**config.mk**
```make
export PLATFORM = sky130hd
export DESIGN_NAME = bank_map_top
export DESIGN_NICKNAME = d
export VERILOG_FILES = /design/src/rtl/bank_map_pkg.sv /design/src/rtl/bank_map_ctrl.sv /design/src/rtl/bank_map_dp.sv /design/src/rtl/bank_map_top.sv
export SDC_FILE = /design/constraint.sdc
export NUM_CORES = 1
export LEC_CHECK = 0
export CAP_MARGIN = 20
export CORE_AREA = 2 2 39 41
export DETAILED_ROUTE_END_ITERATION = 12
export DIE_AREA = 0 0 41 43
export DONT_BUFFER_PORTS = 1
export PLACE_DENSITY_LB_ADDON = 0.2
export SLEW_MARGIN = 20
export SYNTH_ARGS = -nofsm -noshare
export SYNTH_HDL_FRONTEND = slang
export SYNTH_SLANG_ARGS = --single-unit
```
**constraint.sdc**
```tcl
create_clock -name clk -period 1.7 [get_ports clk]
set_input_delay 0.17 -clock clk [delete_from_list [all_inputs] [get_ports clk]]
set_output_delay 0.17 -clock clk [all_outputs]
set_load 0.01 [all_outputs]
```
**src/rtl/bank_map_pkg.sv**
```systemverilog
package bank_map_pkg;
  localparam int WIN_BITS  = 2;
  localparam int BANK_BITS = 3;
  localparam int SEL_BITS  = 3;
  localparam int NUM_WIN   = 1 << WIN_BITS;

  typedef struct packed {
    logic                cfgLoad;
    logic [SEL_BITS-1:0] cfgSel;
  } ctrlStrobe_t;

  // Bank placed behind a logical window for a given layout number.
  function automatic logic [BANK_BITS-1:0] mapBank(input logic [SEL_BITS-1:0] sel,
                                                    input logic [WIN_BITS-1:0] win);
    logic [BANK_BITS-1:0] ident;
    ident = {1'b0, win};
    case (sel)
      3'd0: mapBank = ident;
      3'd1: mapBank = (win == 2'd3) ? 3'd7 : ident;
      3'd2: mapBank = {1'b1, win};
      3'd3: mapBank = (win == 2'd1) ? 3'd3 : ((win == 2'd3) ? 3'd7 : ident);
      default: mapBank = (win == 2'd1) ? sel : ident;
    endcase
  endfunction
endpackage

```
**src/rtl/bank_map_ctrl.sv**
```systemverilog
module bank_map_ctrl
  import bank_map_pkg::*;
#(
  parameter int          ADDR_W  = 16,
  parameter int          DATA_W  = 8,
  parameter logic [7:0]  PORT_HI = 8'h7F,
  parameter logic [1:0]  TAG     = 2'b11
) (
  input  logic              clk,
  input  logic              rst,
  input  logic [ADDR_W-1:0] cpuAddr,
  input  logic              ioWr,
  input  logic [DATA_W-1:0] cpuData,
  output ctrlStrobe_t       strb
);
  localparam int PORT_LSB = ADDR_W - 8;
  localparam int TAG_LSB  = DATA_W - 2;

  logic portHit;
  logic tagHit;

  assign portHit = (cpuAddr[ADDR_W-1:PORT_LSB] == PORT_HI);
  assign tagHit  = (cpuData[DATA_W-1:TAG_LSB] == TAG);

  always_comb begin
    strb.cfgLoad = ioWr && portHit && tagHit;
    strb.cfgSel  = cpuData[SEL_BITS-1:0];
  end


  idle_bus_no_load_chk: assert property (@(posedge clk) disable iff (rst)
    !ioWr |-> !strb.cfgLoad);
endmodule

```
**src/rtl/bank_map_dp.sv**
```systemverilog
module bank_map_dp
  import bank_map_pkg::*;
#(
  parameter int                  ADDR_W    = 16,
  parameter logic [SEL_BITS-1:0] RESET_SEL = '0
) (
  input  logic              clk,
  input  logic              rst,
  input  ctrlStrobe_t       strb,
  input  logic [ADDR_W-1:0] cpuAddr,
  output logic [ADDR_W:0]   physAddr
);
  localparam int OFFS_W = ADDR_W - WIN_BITS;

  logic [SEL_BITS-1:0]  curSel;
  logic [BANK_BITS-1:0] bankOf [NUM_WIN];
  logic [WIN_BITS-1:0]  win;

  always_ff @(posedge clk) begin
    if (rst)               curSel <= RESET_SEL;
    else if (strb.cfgLoad) curSel <= strb.cfgSel;
  end

  for (genvar w = 0; w < NUM_WIN; w++) begin : g_win
    assign bankOf[w] = mapBank(curSel, w[WIN_BITS-1:0]);
  end

  assign win      = cpuAddr[ADDR_W-1:OFFS_W];
  assign physAddr = {bankOf[win], cpuAddr[OFFS_W-1:0]};


  hold_layout_chk: assert property (@(posedge clk) disable iff (rst)
    !strb.cfgLoad |=> $stable(curSel));


  capture_layout_chk: assert property (@(posedge clk) disable iff (rst)
    strb.cfgLoad |=> (curSel == $past(strb.cfgSel)));


  third_window_fixed_chk: assert property (@(posedge clk) disable iff (rst)
    (win == 2'd2 && curSel != 3'd2) |-> (physAddr[ADDR_W:OFFS_W] == 3'd2));


  all_upper_chk: assert property (@(posedge clk) disable iff (rst)
    (curSel == 3'd2) |-> physAddr[ADDR_W]);
endmodule

```
**src/rtl/bank_map_top.sv**
```systemverilog
module bank_map_top
  import bank_map_pkg::*;
#(
  parameter int ADDR_W = 16,
  parameter int DATA_W = 8
) (
  input  logic              clk,
  input  logic              rst,
  input  logic [ADDR_W-1:0] cpuAddr,
  input  logic              ioWr,
  input  logic [DATA_W-1:0] cpuData,
  output logic [ADDR_W:0]   physAddr
);
  ctrlStrobe_t strb;

  bank_map_ctrl #(.ADDR_W(ADDR_W), .DATA_W(DATA_W)) u_ctrl (
    .clk(clk), .rst(rst), .cpuAddr(cpuAddr), .ioWr(ioWr),
    .cpuData(cpuData), .strb(strb));

  bank_map_dp #(.ADDR_W(ADDR_W)) u_dp (
    .clk(clk), .rst(rst), .strb(strb), .cpuAddr(cpuAddr), .physAddr(physAddr));


  bad_tag_ignored_chk: assert property (@(posedge clk) disable iff (rst)
    (ioWr && cpuData[DATA_W-1:DATA_W-2] != 2'b11) |-> !strb.cfgLoad);


  offset_pass_chk: assert property (@(posedge clk) disable iff (rst)
    physAddr[ADDR_W-3:0] == cpuAddr[ADDR_W-3:0]);
endmodule

```
Word level (Yosys, flattened, before mapping). Cells that the tools add are included.

Multiply operators: 0. Shift operators: 0. Reductions and logical operators: 5. Muxes and demuxes: 7. Eq/ne operators: 5. Order comparisons: 1. Add/sub/neg operators: 0. Div/mod/pow operators: 0. Bitwise logic cells: 1.

Operators by type and width (number): $mux W3 (5); $pmux W3 S3 (1); $eq A8 B7 Y1 const B (1); $bmux W3 S2 (1); $eq A3 B2 Y1 const B (2); $eq A3 B1 Y1 const B (1); $ge A3 B3 Y1 const B (1); $logic_not A3 Y1 (1); $not A2 Y3 (1); $reduce_or A3 Y1 (1); $eq A2 B2 Y1 const B (1); $logic_and A1 B1 Y1 (2); $reduce_or A2 Y1 (1).

Logic and storage cells: 20. Latch bits: 0. Bits of input ports: 27. Memory bits (writable): 0. Bits in read-only memories: 0. Memories kept: 0. Register bits after elaboration: 3. Output and inout bits: 17.

Logic depth before layout (Yosys ltp). Gate-level depths: netlist (run 1).

Depth in word-level cells: 6. Gate-level depth with buffers: 3. Mapped depth without buffers: 3.

Hierarchy. Synthesis (run 1) repeated with hierarchy kept, for this count alone.

Cell total of the unflattened synthesis: 38. Area, all modules: 309.0 µm².

Modules (own cells, without submodules): bank_map_dp (instances 1, cells an instance 31, area an instance 256.5 µm²); bank_map_ctrl (instances 1, cells an instance 7, area an instance 52.6 µm²).

Worst setup path before layout (run 1). OpenSTA, ideal clock, no wires.

Kind: register to output. From: reg u_dp.curSel[1]. To: out physAddr[16]. Arrival time: 0.750 ns. Buffers on the path: 0. Path slack: 0.780 ns. Cell stages (with the launch flop): 4. Path through: dfxtp_1 nor2b_1 a31oi_1 o21ai_0.

Word-level cells in the longest chain between the ends: 6.

Ends and longest elaborated chain: start: declaration (line bank_map_dp.sv:15) `logic [SEL_BITS-1:0] curSel;`; start signal: assignment (line bank_map_dp.sv:21) `else if (strb.cfgLoad) curSel <= strb.cfgSel;`; $eq A3 B1 Y1, or another cell as far along (line bank_map_pkg.sv:17) `case (sel)`; $reduce_or A2 Y1 (no source line) / $reduce_or A3 Y1 (equally long branches); $pmux W3 S3 / $mux W3 (equally long branches) (line bank_map_pkg.sv:17); $bmux W3 S2 * (line bank_map_dp.sv:29) `assign physAddr = {bankOf[win], cpuAddr[OFFS_W-1:0]};`; $mux W3 (implied by the code) * (2 in series) (line bank_map_dp.sv:29); end: declaration (line bank_map_top.sv:12) `output logic [ADDR_W:0] physAddr`.

Mark *: on every way between the ends. The rest lies on a longest branch, timed or not. The select of a mux whose other input is x is not followed.

Worst setup path after layout (run 1). Same ends and word-level chain as after synthesis.

==> impl_metrics.tcl, run 1 <==
set metrics [dict create \
    design.core.area_um2 1384 \
    worst-r2r-setup-slack_ns 0.81 \
    cp_max_fo 3 \
    synth_nets 65 \
    cts_buffers 3 \
    slew_violations 0 \
    die-area_um2 1763 \
    rsz0062_at_grt "false" \
    r2r-end "u_dp.curSel[2]" \
    postCtsSetupRepairBufs 0 \
    grt_overflow 0 \
    cts_tree "done" \
    die_h_um 43 \
    report.power.total_mw 0.2081 \
    diodes 0 \
    ys_warn_count 0 \
    cts_resized 0 \
    top_regs "u_dp.curSel (3)" \
    finalSetupViolCount 0 \
    finalHoldViolations 0 \
    area_growth_pct -17.22 \
    grtUsageTotal 0.06620 \
    path_clk_slew_ns 0.04 \
    slew_headroom 0.7358 \
    dpl.hpwl_um 525.3 \
    io_buffers 0 \
    detail_route.first_pass.iterations 1 \
    n_fill_cell 151 \
    drv_cap 0 \
    post-route-util 0.2043 \
    routed_via_density 5.205 \
    wire_per_inst_um 13.80 \
    drc 0 \
    vias 229 \
    first_iter_violations 0 \
    endpoint_kind "output pin" \
    drive_above_1_share 0.3929 \
    synth_area_um2 341.6 \
    reg2reg_depth 2 \
    min-delay-start "rst" \
    ant_nets 0 \
    syn_avg_cell_area_um2 8.989 \
    skew_ns 0 \
    setup_tns_ns 0 \
    start_kind "register" \
    synth.ff_latch_count 3 \
    synthCells 38 \
    grt_max_degree 7 \
    top_level_ports 44 \
    cp.arrival_ns 1.10 \
    min_to "u_dp.curSel[0]" \
    gp_congestion 0.5909 \
    min_period_ns 1.274 \
    hold_depth 2 \
    clk_latency_ns 0.23 \
    dieWidth_um 41 \
    period_share 0.7493 \
    h-tree-depth 1 \
    min_path_type "in2reg" \
    root_buffer "clkbuf_4" \
    crit_type "reg2out" \
    rows 14 \
    max_freq_mhz 785.0 \
    clock_sink_count 3 \
    nNetsFinal 56 \
    regMostFlops "u_dp.curSel" \
    hold_ws_ns 0.1103 \
    synthDistinctLibCells 17 \
    ctsHoldBuffers 0 \
    cellLeakagePower_nw 0.09929 \
    start_util 0.2468 \
    tightest_slew_ns 0.3922 \
    synth.yosys.seq_area_share 0.1758 \
    grt_pass1_wl_um 724 \
    drt-total-wl_um 607 \
    pre_cts_slack_ns 0.6627 \
    cts_buffer_depth 2 \
    vdd_drop_max_mv 0.2682 \
    largest_register_ffs 3 \
    power_density_nw_per_um2 736.1 \
    grt_antenna_before_repair 0 \
    status "completed" \
    grt_pass1_vias 187 \
    required_ns 1.53 \
    worst_slack_ns 0.4262 \
    r2r-start "u_dp.curSel[2]" \
]
==> cell usage in the layout, fill, tap and decap left out <==
cell	n
or2b_2	5
mux2i_1	3
clkbuf_4	3
dfxtp_1	3
inv_1	1
o31a_2	1
o211ai_1	1
nand2b_1	1
nor2b_1	1
a31oi_1	1
nand3b_1	1
o21ai_0	1
nand4_1	1
nand4b_2	1
nand3_1	1
nor3_4	1
or2b_1	1
clkbuf_1	1
==> cells by family (layout without fill, tap and decap cells) <==
| group | Yosys count | count (layout) | synth area share |
|---|---|---|---|
| compound gates | 4 | 4 | 0.08426 |
| buf+inv | 15 | 5 | 0.3187 |
| flops | 3 | 3 | 0.1758 |
| mux | 3 | 3 | 0.08792 |
| simple gates | 13 | 13 | 0.3334 |
==> power breakdown <==
part / internal [mW] / switching (mW)
logic: 0.00702 / 0.00476
registers: 0.0708 / 0.0000289
clock network: 0.0880 / 0.0375
==> metrics by stage <==
| stage | cell area [um2] | std cells |
|---|---|---|
| finish | 282.8 | 44 |
| detailed placement | 256.5 | 40 |
| floorplan | 341.6 | 38 |
| global placement | 256.5 | 40 |
| global route | 282.8 | 44 |
| CTS | 282.8 | 44 |
==> worst max path at each step <==
stage	start	cells past startpoint	to	slack, ns
final	u_dp.curSel[1]	3	physAddr[16]	0.43
after global routing	u_dp.curSel[1]	3	physAddr[16]	0.33
after CTS	u_dp.curSel[1]	3	physAddr[16]	0.40
after detailed placement	u_dp.curSel[1]	3	physAddr[16]	0.66
after global placement	u_dp.curSel[1]	3	physAddr[16]	0.70
after floorplan	u_dp.curSel[1]	3	physAddr[16]	0.78
==> layer usage <==
metal,share of wire,up-vias,global-route usage,wire length (um)
li1,-,96,-,-
met1,0.35,113,0.05449,214
met2,0.48,20,0.09688,294
met3,0.16,0,0.04712,98
met4,0,0,0.06000,0
met5,0,-,0,0
==> critical path, cell delays in order, from the launching register on <==
cell and delay [ns]:
dfxtp_1 0.35, nor2b_1 0.14, a31oi_1 0.04, o21ai_0 0.34
==> final cells by class <==
| class | count | area, um2 | area share |
|---|---|---|---|
| clock buffers | 4 | 26.28 | 0.09292 |
| multi-input cells | 20 | 172.7 | 0.6106 |
| well taps | 16 | 20.02 | 0.07080 |
| flip-flops and latches | 3 | 60.06 | 0.2124 |
| inverters | 1 | 3.754 | 0.01327 |
==> Yosys cell counts (all sizes together) <==
cell,instances,area share
buf,14,0.31
or2b,6,0.15
dfxtp,3,0.18
mux2i,3,0.088
a31oi,1,0.018
inv,1,0.011
nand2b,1,0.018
nand3,1,0.015
nand3b,1,0.022
nand4,1,0.018
nand4b,1,0.044
nor2b,1,0.018
nor3,1,0.048
o211ai,1,0.022
o21ai,1,0.015
o31a,1,0.029
(Power assumes the default switching activity.)
==> inputs of run 2 (changes only) <==
--- a/config.mk
+++ b/config.mk
@@ -5,6 +5,7 @@
 export SDC_FILE = /design/constraint.sdc
 export NUM_CORES = 1
 export LEC_CHECK = 0
+export ABC_AREA = 1
 export CAP_MARGIN = 20
 export CORE_AREA = 2 2 39 41
 export DETAILED_ROUTE_END_ITERATION = 12
==> constraint.sdc (replaced) <==
create_clock -name clk -period 1.2 [get_ports clk]
set_input_delay 0.12 -clock clk [delete_from_list [all_inputs] [get_ports clk]]
set_output_delay 0.12 -clock clk [all_outputs]
set_load 0.01 [all_outputs]
==> run 2 against run 1 <==
Compared with the run above: via count is 12% higher; global-route usage is 0.59 points higher; synthesized cell count is 53% higher; cell count is 45% higher; power is 48% higher; sequential share of layout area is 2.0 points lower; routed wire length is 2.3% lower; register-to-register slack worse by 0.33 ns; setup slack worse by 0.33 ns; critical path type unchanged; critical endpoint is now physAddr[15].
==> impl_metrics.tcl, run 2 <==
set metrics [dict create \
    status "completed" \
    top_layer_used "met3" \
    synth_common_cells "buf_4, inv_1, nand2_1, nand4_1" \
    final_cell_mix "inv_1, nand2_1, nand4_1" \
    synth-main-ff-cell "dfxtp_1" \
    slew_violations 0 \
    synth.yosys.seq_area_share 0.1616 \
    fin_area_um2 312.8 \
    synth_area_um2 371.6 \
    max_freq_mhz 905.9 \
    synth_top_family_by_area "buffers and inverters" \
    period_share 0.9199 \
    grt_pass1_wl_um 821 \
    yosys.area.top_type_share 0.2828 \
    tightest_slew_ns 0.3475 \
    synth.ff_latch_count 3 \
    finalSetupViolCount 0 \
    worst_slack_ns 0.09613 \
    finalHoldViolations 0 \
    drive_above_1_share 0.2292 \
    cts_tree "done" \
    grt_max_degree 5 \
    crit_type "reg2out" \
    regMostFlops "u_dp.curSel" \
    post-route-util 0.2260 \
    diodes 0 \
    placed_area_um2 286.5 \
    postCtsSetupRepairBufs 0 \
    synthMuxAreaShare 0 \
    synthDistinctLibCells 15 \
    area_growth_pct -15.82 \
    ys_warn_count 0 \
    ctsHoldBuffers 0 \
    grt_overflow 0 \
    die-area_um2 1763 \
    first_iter_violations 1 \
    min_path_type "in2reg" \
    grt_pass1_vias 229 \
    final_common_cell "inv_1" \
    hold_ws_ns 0.06640 \
    vdd_drop_max_mv 0.3896 \
    synthXorXnorAreaFrac 0 \
    cts_buffers 3 \
    min_period_ns 1.104 \
    wire_per_inst_um 9.266 \
    endpoint_kind "output pin" \
    synth.top_cells.by_area "buf_4, dfxtp_1, inv_1" \
    slew_headroom 0.7659 \
    drc 0 \
    rsz0062_at_grt "false" \
    ant_nets 0 \
    synth.most_common_cell "buf_4" \
    vias 257 \
    die_h_um 43 \
    detail_route.first_pass.iterations 3 \
    clk_latency_ns 0.23 \
    cts_resized 0 \
    synthSimpleGateAreaFrac 0.3805 \
    cp_max_fo 4 \
    stdcell_count 64 \
    top_level_ports 44 \
    start_kind "register" \
    n_fill_cell 161 \
    synth_nets 85 \
    grt_antenna_before_repair 0 \
    met3_wirelength_um 58 \
    setup_tns_ns 0 \
    required_ns 1.08 \
    io_buffers 0 \
    path_clk_slew_ns 0.04 \
    async_reset_ff_frac 0 \
    power_density_nw_per_um2 984.7 \
    pre_cts_slack_ns 0.3309 \
    cts_buffer_depth 2 \
    report.power.total_mw 0.3080 \
    cellLeakagePower_nw 0.1480 \
    grtUsageTotal 0.07214 \
    placed_cells 60 \
    synth_edf_count 0 \
    synth_compound_area_frac 0.04377 \
    gp_congestion 0.5918 \
    skew_ns 0 \
    h-tree-depth 1 \
    dr_wl_met2_um 249 \
    dpl.hpwl_um 476.5 \
    largest_register_ffs 3 \
    design.core.area_um2 1384 \
    cp.arrival_ns 0.98 \
    drt-met1-wl_um 286 \
    yosys.area_share.adder 0 \
    drt-total-wl_um 593 \
    root_buffer "clkbuf_4" \
    synthCells 58 \
    dieWidth_um 41 \
    syn_avg_cell_area_um2 6.407 \
    top_regs "u_dp.curSel (3)" \
    routed_via_density 4.016 \
    start_util 0.2685 \
    drv_cap 0 \
    synth_top_cell_by_area "buf_4" \
    nNetsFinal 76 \
    clock_sink_count 3 \
    rows 14 \
]
==> run 2: final cells by class <==
cell class	instances	area, um2	share of cell area
Sequential cell	3	60.06	0.1920
Tap cell	16	20.02	0.06400
Clock buffer	4	26.28	0.08400
Multi-Input combinational cell	28	157.7	0.5040
Inverter	13	48.80	0.1560
==> run 2: worst paths after layout <==
kind	startpoint	to	slack, ns	cells past startpoint
setup / recovery	u_dp.curSel[2]	physAddr[15]	0.1	2
setup reg to reg	u_dp.curSel[2]	u_dp.curSel[2]	0.48	4
hold reg to reg	u_dp.curSel[1]	u_dp.curSel[1]	0.54	4
hold / removal	rst	u_dp.curSel[1]	0.07	3
==> run 2: power breakdown <==
part,switching [mW],internal [mW]
combinational,0.0194,0.0102
clock,0.0533,0.125
sequential,0.0000544,0.100
==> run 2: critical path, cell delays in order, from the launching register on <==
cell	delay [ns]
dfxtp_1	0.36
o21ai_0	0.09
o21ai_0	0.31
==> run 2: metal layers <==
metal / vias up / global-route usage
li1: 142 / -
met4: 0 / 0.07333
met1: 103 / 0.07987
met5: - / 0
met2: 12 / 0.09063
met3: 0 / 0.03665
==> run 2: logic make-up after synthesis <==
family,after synthesis
AOI/OAI and AO/OA,3
and+or+nand+nor,25
DFF,3
buffers and inverters,27
